===== src/rtl/dhr_pkg.sv =====
package dhr_pkg;
    parameter int unsigned REG_W = 4;
    typedef logic [REG_W-1:0] reg_t;

    // control A bit positions
    localparam int unsigned A_TONE   = 0;
    localparam int unsigned A_CPMODE = 1;
    localparam int unsigned A_IRQEN  = 2;
    localparam int unsigned A_SELB   = 3;
    // control B bit positions
    localparam int unsigned B_NOBURST = 0;
    localparam int unsigned B_TEST    = 1;
    localparam int unsigned B_SINGLE  = 2;
    localparam int unsigned B_COLUMN  = 3;

    typedef enum logic [1:0] {
        SEQ_IDLE  = 2'd0,
        SEQ_TONE  = 2'd1,
        SEQ_PAUSE = 2'd2
    } seq_e;
endpackage


===== src/rtl/dhr_strobe.sv =====
module dhr_strobe (
    input  logic clk,
    input  logic rst_n,
    input  logic cs_n,
    input  logic rd_n,
    input  logic wr_n,
    input  logic addr,
    output logic tx_wr_o,
    output logic ctrl_wr_o,
    output logic stat_clr_o
);
    typedef struct packed {
        logic wr_act;
        logic stat_rd;
    } st_t;

    st_t  st_q, st_d;
    logic wr_act, stat_act, wr_edge;

    always_comb begin
        wr_act       = !cs_n && !wr_n;
        stat_act     = !cs_n && !rd_n && addr;
        wr_edge      = wr_act && !st_q.wr_act;
        st_d.wr_act  = wr_act;
        st_d.stat_rd = stat_act;
        tx_wr_o      = wr_edge && !addr;
        ctrl_wr_o    = wr_edge && addr;
        stat_clr_o   = st_q.stat_rd && !stat_act;
    end

    always_ff @(posedge clk or negedge rst_n) begin
        if (!rst_n) st_q <= '0;
        else        st_q <= st_d;
    end


    clr_single_chk: assert property (@(posedge clk) disable iff (!rst_n)
        stat_clr_o |=> !stat_clr_o);
endmodule


===== src/rtl/dhr_ctrl.sv =====
module dhr_ctrl
    import dhr_pkg::*;
(
    input  logic clk,
    input  logic rst_n,
    input  logic ctrl_wr_i,
    input  reg_t wdata_i,
    output reg_t cra_o,
    output reg_t crb_o
);
    typedef struct packed {
        logic sel_b;
        reg_t cra;
        reg_t crb;
    } st_t;

    st_t st_q, st_d;

    always_comb begin
        st_d = st_q;
        if (ctrl_wr_i) begin
            if (st_q.sel_b) begin
                st_d.crb   = wdata_i;
                st_d.sel_b = 1'b0;
            end else begin
                st_d.cra   = wdata_i;
                st_d.sel_b = wdata_i[A_SELB];
            end
        end
        cra_o = st_q.cra;
        crb_o = st_q.crb;
    end

    always_ff @(posedge clk or negedge rst_n) begin
        if (!rst_n) st_q <= '0;
        else        st_q <= st_d;
    end


    sel_once_chk: assert property (@(posedge clk) disable iff (!rst_n)
        (ctrl_wr_i && st_q.sel_b) |=> !st_q.sel_b);
endmodule


===== src/rtl/dhr_burst_seq.sv =====
module dhr_burst_seq
    import dhr_pkg::*;
#(
    parameter int unsigned BURST_TICKS = 51,
    parameter int unsigned CP_MULT     = 2
) (
    input  logic clk,
    input  logic rst_n,
    input  logic start_i,
    input  logic burst_en_i,
    input  logic cp_mode_i,
    input  logic tick_i,
    output logic tone_gate_o,
    output logic done_o
);
    localparam int unsigned LONG_TICKS = BURST_TICKS * CP_MULT;
    localparam int unsigned CNT_W      = $clog2(LONG_TICKS + 1);

    typedef struct packed {
        seq_e             state;
        logic [CNT_W-1:0] len;
        logic [CNT_W-1:0] cnt;
    } st_t;

    st_t              st_q, st_d;
    logic [CNT_W-1:0] len_w;
    logic             last;

    always_comb begin
        st_d   = st_q;
        len_w  = cp_mode_i ? CNT_W'(LONG_TICKS) : CNT_W'(BURST_TICKS);
        last   = tick_i && (st_q.cnt == CNT_W'(1));
        done_o = 1'b0;
        if (!burst_en_i) begin
            st_d.state = SEQ_IDLE;
            st_d.cnt   = '0;
        end else if (start_i) begin
            st_d.state = SEQ_TONE;
            st_d.len   = len_w;
            st_d.cnt   = len_w;
        end else begin
            case (st_q.state)
                SEQ_TONE: begin
                    if (last) begin
                        st_d.state = SEQ_PAUSE;
                        st_d.cnt   = st_q.len;
                    end else if (tick_i) begin
                        st_d.cnt = st_q.cnt - CNT_W'(1);
                    end
                end
                SEQ_PAUSE: begin
                    if (last) begin
                        st_d.state = SEQ_IDLE;
                        st_d.cnt   = '0;
                        done_o     = 1'b1;
                    end else if (tick_i) begin
                        st_d.cnt = st_q.cnt - CNT_W'(1);
                    end
                end
                default: st_d.cnt = '0;
            endcase
        end
        tone_gate_o = (st_q.state == SEQ_TONE);
    end

    always_ff @(posedge clk or negedge rst_n) begin
        if (!rst_n) st_q <= '{state: SEQ_IDLE, len: '0, cnt: '0};
        else        st_q <= st_d;
    end


    cnt_live_chk: assert property (@(posedge clk) disable iff (!rst_n)
        (st_q.state != SEQ_IDLE) |-> (st_q.cnt != '0));

    restart_chk: assert property (@(posedge clk) disable iff (!rst_n)
        (start_i && burst_en_i) |=> (st_q.state == SEQ_TONE));
endmodule


===== src/rtl/dhr_status.sv =====
module dhr_status
    import dhr_pkg::*;
(
    input  logic clk,
    input  logic rst_n,
    input  logic rx_new_i,
    input  reg_t rx_code_i,
    input  logic done_i,
    input  logic burst_en_i,
    input  logic clr_i,
    output reg_t rx_data_o,
    output logic rx_full_o,
    output logic tx_empty_o
);
    typedef struct packed {
        reg_t rx_data;
        logic rx_full;
        logic tx_empty;
    } st_t;

    st_t st_q, st_d;

    always_comb begin
        st_d = st_q;
        if (clr_i) begin
            st_d.rx_full  = 1'b0;
            st_d.tx_empty = 1'b0;
        end
        if (!burst_en_i) st_d.tx_empty = 1'b0;
        if (rx_new_i) begin
            st_d.rx_full = 1'b1;
            st_d.rx_data = rx_code_i;
        end
        if (done_i && burst_en_i) st_d.tx_empty = 1'b1;
        rx_data_o  = st_q.rx_data;
        rx_full_o  = st_q.rx_full;
        tx_empty_o = st_q.tx_empty;
    end

    always_ff @(posedge clk or negedge rst_n) begin
        if (!rst_n) st_q <= '0;
        else        st_q <= st_d;
    end


    rx_set_chk: assert property (@(posedge clk) disable iff (!rst_n)
        rx_new_i |=> st_q.rx_full);

    rd_clr_chk: assert property (@(posedge clk) disable iff (!rst_n)
        (clr_i && !rx_new_i) |=> !st_q.rx_full);

    noburst_chk: assert property (@(posedge clk) disable iff (!rst_n)
        !burst_en_i |=> !st_q.tx_empty);
endmodule


===== src/rtl/dtmf_host_regs.sv =====
module dtmf_host_regs
    import dhr_pkg::*;
#(
    parameter int unsigned BURST_TICKS = 51,
    parameter int unsigned CP_MULT     = 2
) (
    input  logic       clk,
    input  logic       rst_n,
    input  logic       cs_n,
    input  logic       rd_n,
    input  logic       wr_n,
    input  logic       addr,
    input  logic [3:0] din,
    output logic [3:0] dout,
    output logic       dout_en,
    input  logic       ms_tick,
    input  logic       rx_new,
    input  logic [3:0] rx_code,
    input  logic       dly_steer,
    input  logic       cp_square,
    output logic       irq_n,
    output logic [3:0] tx_code,
    output logic       tone_on,
    output logic       single_tone,
    output logic       column_sel
);
    typedef struct packed {
        reg_t tx_code;
    } st_t;

    st_t  st_q, st_d;
    logic tx_wr, ctrl_wr, stat_clr;
    reg_t cra, crb, rx_data, status_word;
    logic rx_full, tx_empty, tone_gate, seq_done, burst_en, cp_mode, event_flag;

    dhr_strobe u_strobe (
        .clk(clk), .rst_n(rst_n), .cs_n(cs_n), .rd_n(rd_n), .wr_n(wr_n),
        .addr(addr), .tx_wr_o(tx_wr), .ctrl_wr_o(ctrl_wr), .stat_clr_o(stat_clr)
    );

    dhr_ctrl u_ctrl (
        .clk(clk), .rst_n(rst_n), .ctrl_wr_i(ctrl_wr), .wdata_i(din),
        .cra_o(cra), .crb_o(crb)
    );

    dhr_burst_seq #(.BURST_TICKS(BURST_TICKS), .CP_MULT(CP_MULT)) u_seq (
        .clk(clk), .rst_n(rst_n), .start_i(tx_wr), .burst_en_i(burst_en),
        .cp_mode_i(cp_mode), .tick_i(ms_tick), .tone_gate_o(tone_gate),
        .done_o(seq_done)
    );

    dhr_status u_status (
        .clk(clk), .rst_n(rst_n), .rx_new_i(rx_new), .rx_code_i(rx_code),
        .done_i(seq_done), .burst_en_i(burst_en), .clr_i(stat_clr),
        .rx_data_o(rx_data), .rx_full_o(rx_full), .tx_empty_o(tx_empty)
    );

    always_comb begin
        st_d = st_q;
        if (tx_wr) st_d.tx_code = din;

        burst_en    = !crb[B_NOBURST];
        cp_mode     = cra[A_CPMODE];
        event_flag  = rx_full || tx_empty;
        status_word = {dly_steer, rx_full, tx_empty, event_flag};

        dout_en = !cs_n && !rd_n;
        dout    = addr ? status_word : rx_data;

        if (cp_mode && cra[A_IRQEN])
            irq_n = cp_square;
        else if (!cp_mode && crb[B_TEST])
            irq_n = dly_steer;
        else if (!cp_mode && cra[A_IRQEN] && event_flag)
            irq_n = 1'b0;
        else
            irq_n = 1'b1;

        tx_code     = st_q.tx_code;
        tone_on     = cra[A_TONE] && (crb[B_NOBURST] || tone_gate);
        single_tone = crb[B_SINGLE];
        column_sel  = crb[B_COLUMN];
    end

    always_ff @(posedge clk or negedge rst_n) begin
        if (!rst_n) st_q <= '0;
        else        st_q <= st_d;
    end


    irq_source_chk: assert property (@(posedge clk) disable iff (!rst_n)
        !irq_n |-> (cra[A_IRQEN] || crb[B_TEST]));
endmodule


===== config.mk =====
export PLATFORM = sky130hd
export DESIGN_NAME = dtmf_host_regs
export DESIGN_NICKNAME = d
export VERILOG_FILES = /design/src/rtl/dhr_pkg.sv /design/src/rtl/dhr_strobe.sv /design/src/rtl/dhr_ctrl.sv /design/src/rtl/dhr_burst_seq.sv /design/src/rtl/dhr_status.sv /design/src/rtl/dtmf_host_regs.sv
export SDC_FILE = /design/constraint.sdc
export NUM_CORES = 1
export LEC_CHECK = 0
export ABC_CLOCK_PERIOD_IN_PS = 2140
export BUFFER_PORTS_ARGS = -buffer_cell sky130_fd_sc_hd__buf_4
export CORE_MARGIN = 2
export CORE_UTILIZATION = 54
export DETAILED_ROUTE_END_ITERATION = 10
export PLACE_DENSITY = 0.86
export SYNTH_ARGS = -nofsm -noshare
export SYNTH_HDL_FRONTEND = slang
export SYNTH_SLANG_ARGS = --single-unit

===== constraint.sdc =====
create_clock -name clk -period 2.14 [get_ports clk]
set_clock_uncertainty 0.15 [all_clocks]
set_input_delay 0.321 -clock clk [delete_from_list [all_inputs] [get_ports clk]]
set_output_delay 0.321 -clock clk [all_outputs]
set_load 0.05 [all_outputs]

==> out/metrics.yaml <==
status:
  outcome: "finished clean"
clocking:
  htreeDepth: 2
  cts_buffers: 5
  cts_root_buf: "clkbuf_4"
  clock_latency_ps: 340
  cts_num_sinks: 32
  cts_tree: "done"
  clockBufferDepth: 2
  clk_pin_slew_worst_paths_ps: 110
synth:
  synth_top_area_share_pct: 48.7
  synth.most_common_cell: "dfrtp_1"
  synth_seq_area_share_pct: 48.7
  synthDistinctLibCells: 40
  synth-warning-count: 0
  synth.top_cells.by_count: "dfrtp_1 (32), nand2_1 (22), mux2_2 (15)"
  async_reset_ff_share_pct: 100
  synth_ff_type: "dfrtp_1"
  syn_area_per_cell_um2: 10.7
  synth-seq-cells: 32
  yosysTopAreaCell: "dfrtp_1"
  synth_nets: 175
  yosys-top-cells-area: "dfrtp_1 (49%), mux2_2 (10%), nand2_1 (5.0%)"
  netlist_area_um2: 1640
  syn_inst: 153
  synth-edff-count: 0
grt:
  top_usage_layer: "met2"
  grt_use_met1_pct: 29.3
  grtUsageMet3_pct: 7.42
  antenna_found_initial: 0
  grt_pass1_vias: 1424
  grt_pass1_wl_um: 6410
  grtUsageMet2_pct: 43.2
  grt.total_usage_pct: 25.0
  grt_max_degree: 33
  overflow: 0
floorplan:
  die_w_um: 59.2
  coreArea_um2: 2980
  initial_core_util_pct: 55.2
  fp-row-count: 20
  ios: 31
  dieArea_um2: 3500
  fp.dieH_um: 59.2
flow_run:
  max-cap-violations: 0
power_and_ir_drop:
  power_mw: 2.00
  p_leak_nw: 0.930
  ir_drop_mv: 0.792
  power.density_nw_per_um2: 977
setup_path:
  cp-end-kind: "flip-flop"
  arrival_ps: 2130
  critPathKind: "flip-flop to flip-flop"
  required_ps: 2210
  cp-start-kind: "flip-flop"
  path_max_fanout: 6
route:
  routed_via_density: 5.77
  ant_nets: 0
  dr.pass1.iters: 4
  drt-initial-drc-count: 87
  vias: 1316
  routed_wl_um: 3590
  routedWlPerCell_um: 15.7
  drc_errors: 0
final_layout:
  antenna_cells: 0
  drive_gt1_share_pct: 33.3
  fin_util_pct: 68.7
  area_growth_pct: 24.5
  fin_nets: 216
place:
  pre_cts_slack_ps: 127
  port_buffers: 30
  dp_hpwl_um: 2620
  gp_congestion: 0.818
timing:
  holdWs_ps: 40.6
  final_max_slew_viol_count: 0
  fin_crit_ps: 2060
  setup_viol: 0
  rsz0062_at_grt: "false"
  slew_headroom_pct: 70.2
  fmax_ghz: 0.485
  final.setup.worst_slack_ps: 78.7
  period_share_pct: 96.3
  finalHoldViolations: 0
  worst-slew-pin-transition_ps: 443
  tns_ps: 0
hold_path:
  hold_class: "input pin to flip-flop"
==> critical path: stages, from the launching register on <==
cell and delay [ps]:
dfrtp_1 430, or4b_1 680, or3b_1 420, a21oi_1 170, o31ai_1 90
==> worst paths after layout <==
kind / from / end / slack (ps) / cells after the start
hold reg to reg: u_seq.st_q[12] / u_seq.st_q[12] / 330 / 1
min in group asynchronous: rst_n / tx_code[2] / 290 / 2
setup reg to reg: u_seq.st_q[4] / u_seq.st_q[6] / 80 / 4
max in group asynchronous: rst_n / u_ctrl.cra_o[1] / 1260 / 2
setup / recovery: u_seq.st_q[4] / u_seq.st_q[6] / 80 / 4
hold / removal: din[0] / tx_code[0] / 40 / 3
==> power breakdown <==
part / total, mW / switching [mW] / internal, mW
Sequential: 0.807 / 0.0900 / 0.717
Clock: 0.459 / 0.215 / 0.243
Combinational: 0.733 / 0.443 / 0.289
Total: 2.00 / 0.749 / 1.25
==> logic make-up (layout without fill, tap and decap cells) <==
| group | count (synthesis) | count (layout) | share of synthesized area [%] |
|---|---|---|---|
| adders and majority gates | 4 | 4 | 3.04 |
| DFF | 32 | 32 | 48.7 |
| AOI/OAI and AO/OA | 28 | 28 | 12.3 |
| and+or+nand+nor | 57 | 57 | 19.3 |
| muxes | 18 | 18 | 12.4 |
| xor gates and xnor gates | 3 | 3 | 1.60 |
| buffers and inverters | 11 | 53 | 2.66 |
==> registers in the layout, summed over array words and instances (netlist names) <==
register	count
u_status.rx_data_o	4
u_seq.st_q	12
u_status.tx_empty_o	1
u_ctrl.st_q	1
u_ctrl.cra_o	3
u_status.rx_full_o	1
tx_code	4
u_ctrl.crb_o	4
u_strobe.st_q	2
==> metrics by stage <==
stage	instances	instance area (um^2)
finish	228	2050
global route	228	2050
CTS	228	2050
detailed placement	216	1930
global placement	216	1930
floorplan	153	1640
==> cell type report <==
type	count	area, um^2
Clock inverter	3	42.5
Inverter	6	22.5
Sequential cell	32	801
Clock buffer	5	37.5
Tap cell	33	41.3
Timing Repair Buffer	39	303
Multi-Input combinational cell	110	800
Fill cell	212	931
==> placed cells by master (no fill, tap or decap), types with 2 or more instances in the layout <==
master	n
nand2b_1	5
mux2_2	15
o21a_1	2
dlygate4sd3_1	4
clkbuf_4	5
a21oi_1	8
dfrtp_1	32
xnor2_1	3
inv_1	6
o31ai_1	3
nor3_1	5
buf_4	35
nand2_1	22
mux2i_1	2
nor3b_1	2
nor2_1	11
ha_1	4
o21ai_0	5
==> per-layer routing <==
metal | routed length [um] | up-vias | part of all wire [%]
li1 | - | 626 | -
met5 | 0 | - | 0
met2 | 1860 | 39 | 52
met4 | 44 | 0 | 1.2
met1 | 1520 | 645 | 42
met3 | 170 | 6 | 4.7
==> what timing repair did <==
item,in CTS,in global routing
buffers inserted,0,0
hold buffers,4,0
endpoints found under the hold margin,34,0
resized for setup,0,0
No activity file was read; power rests on OpenSTA's default activity.
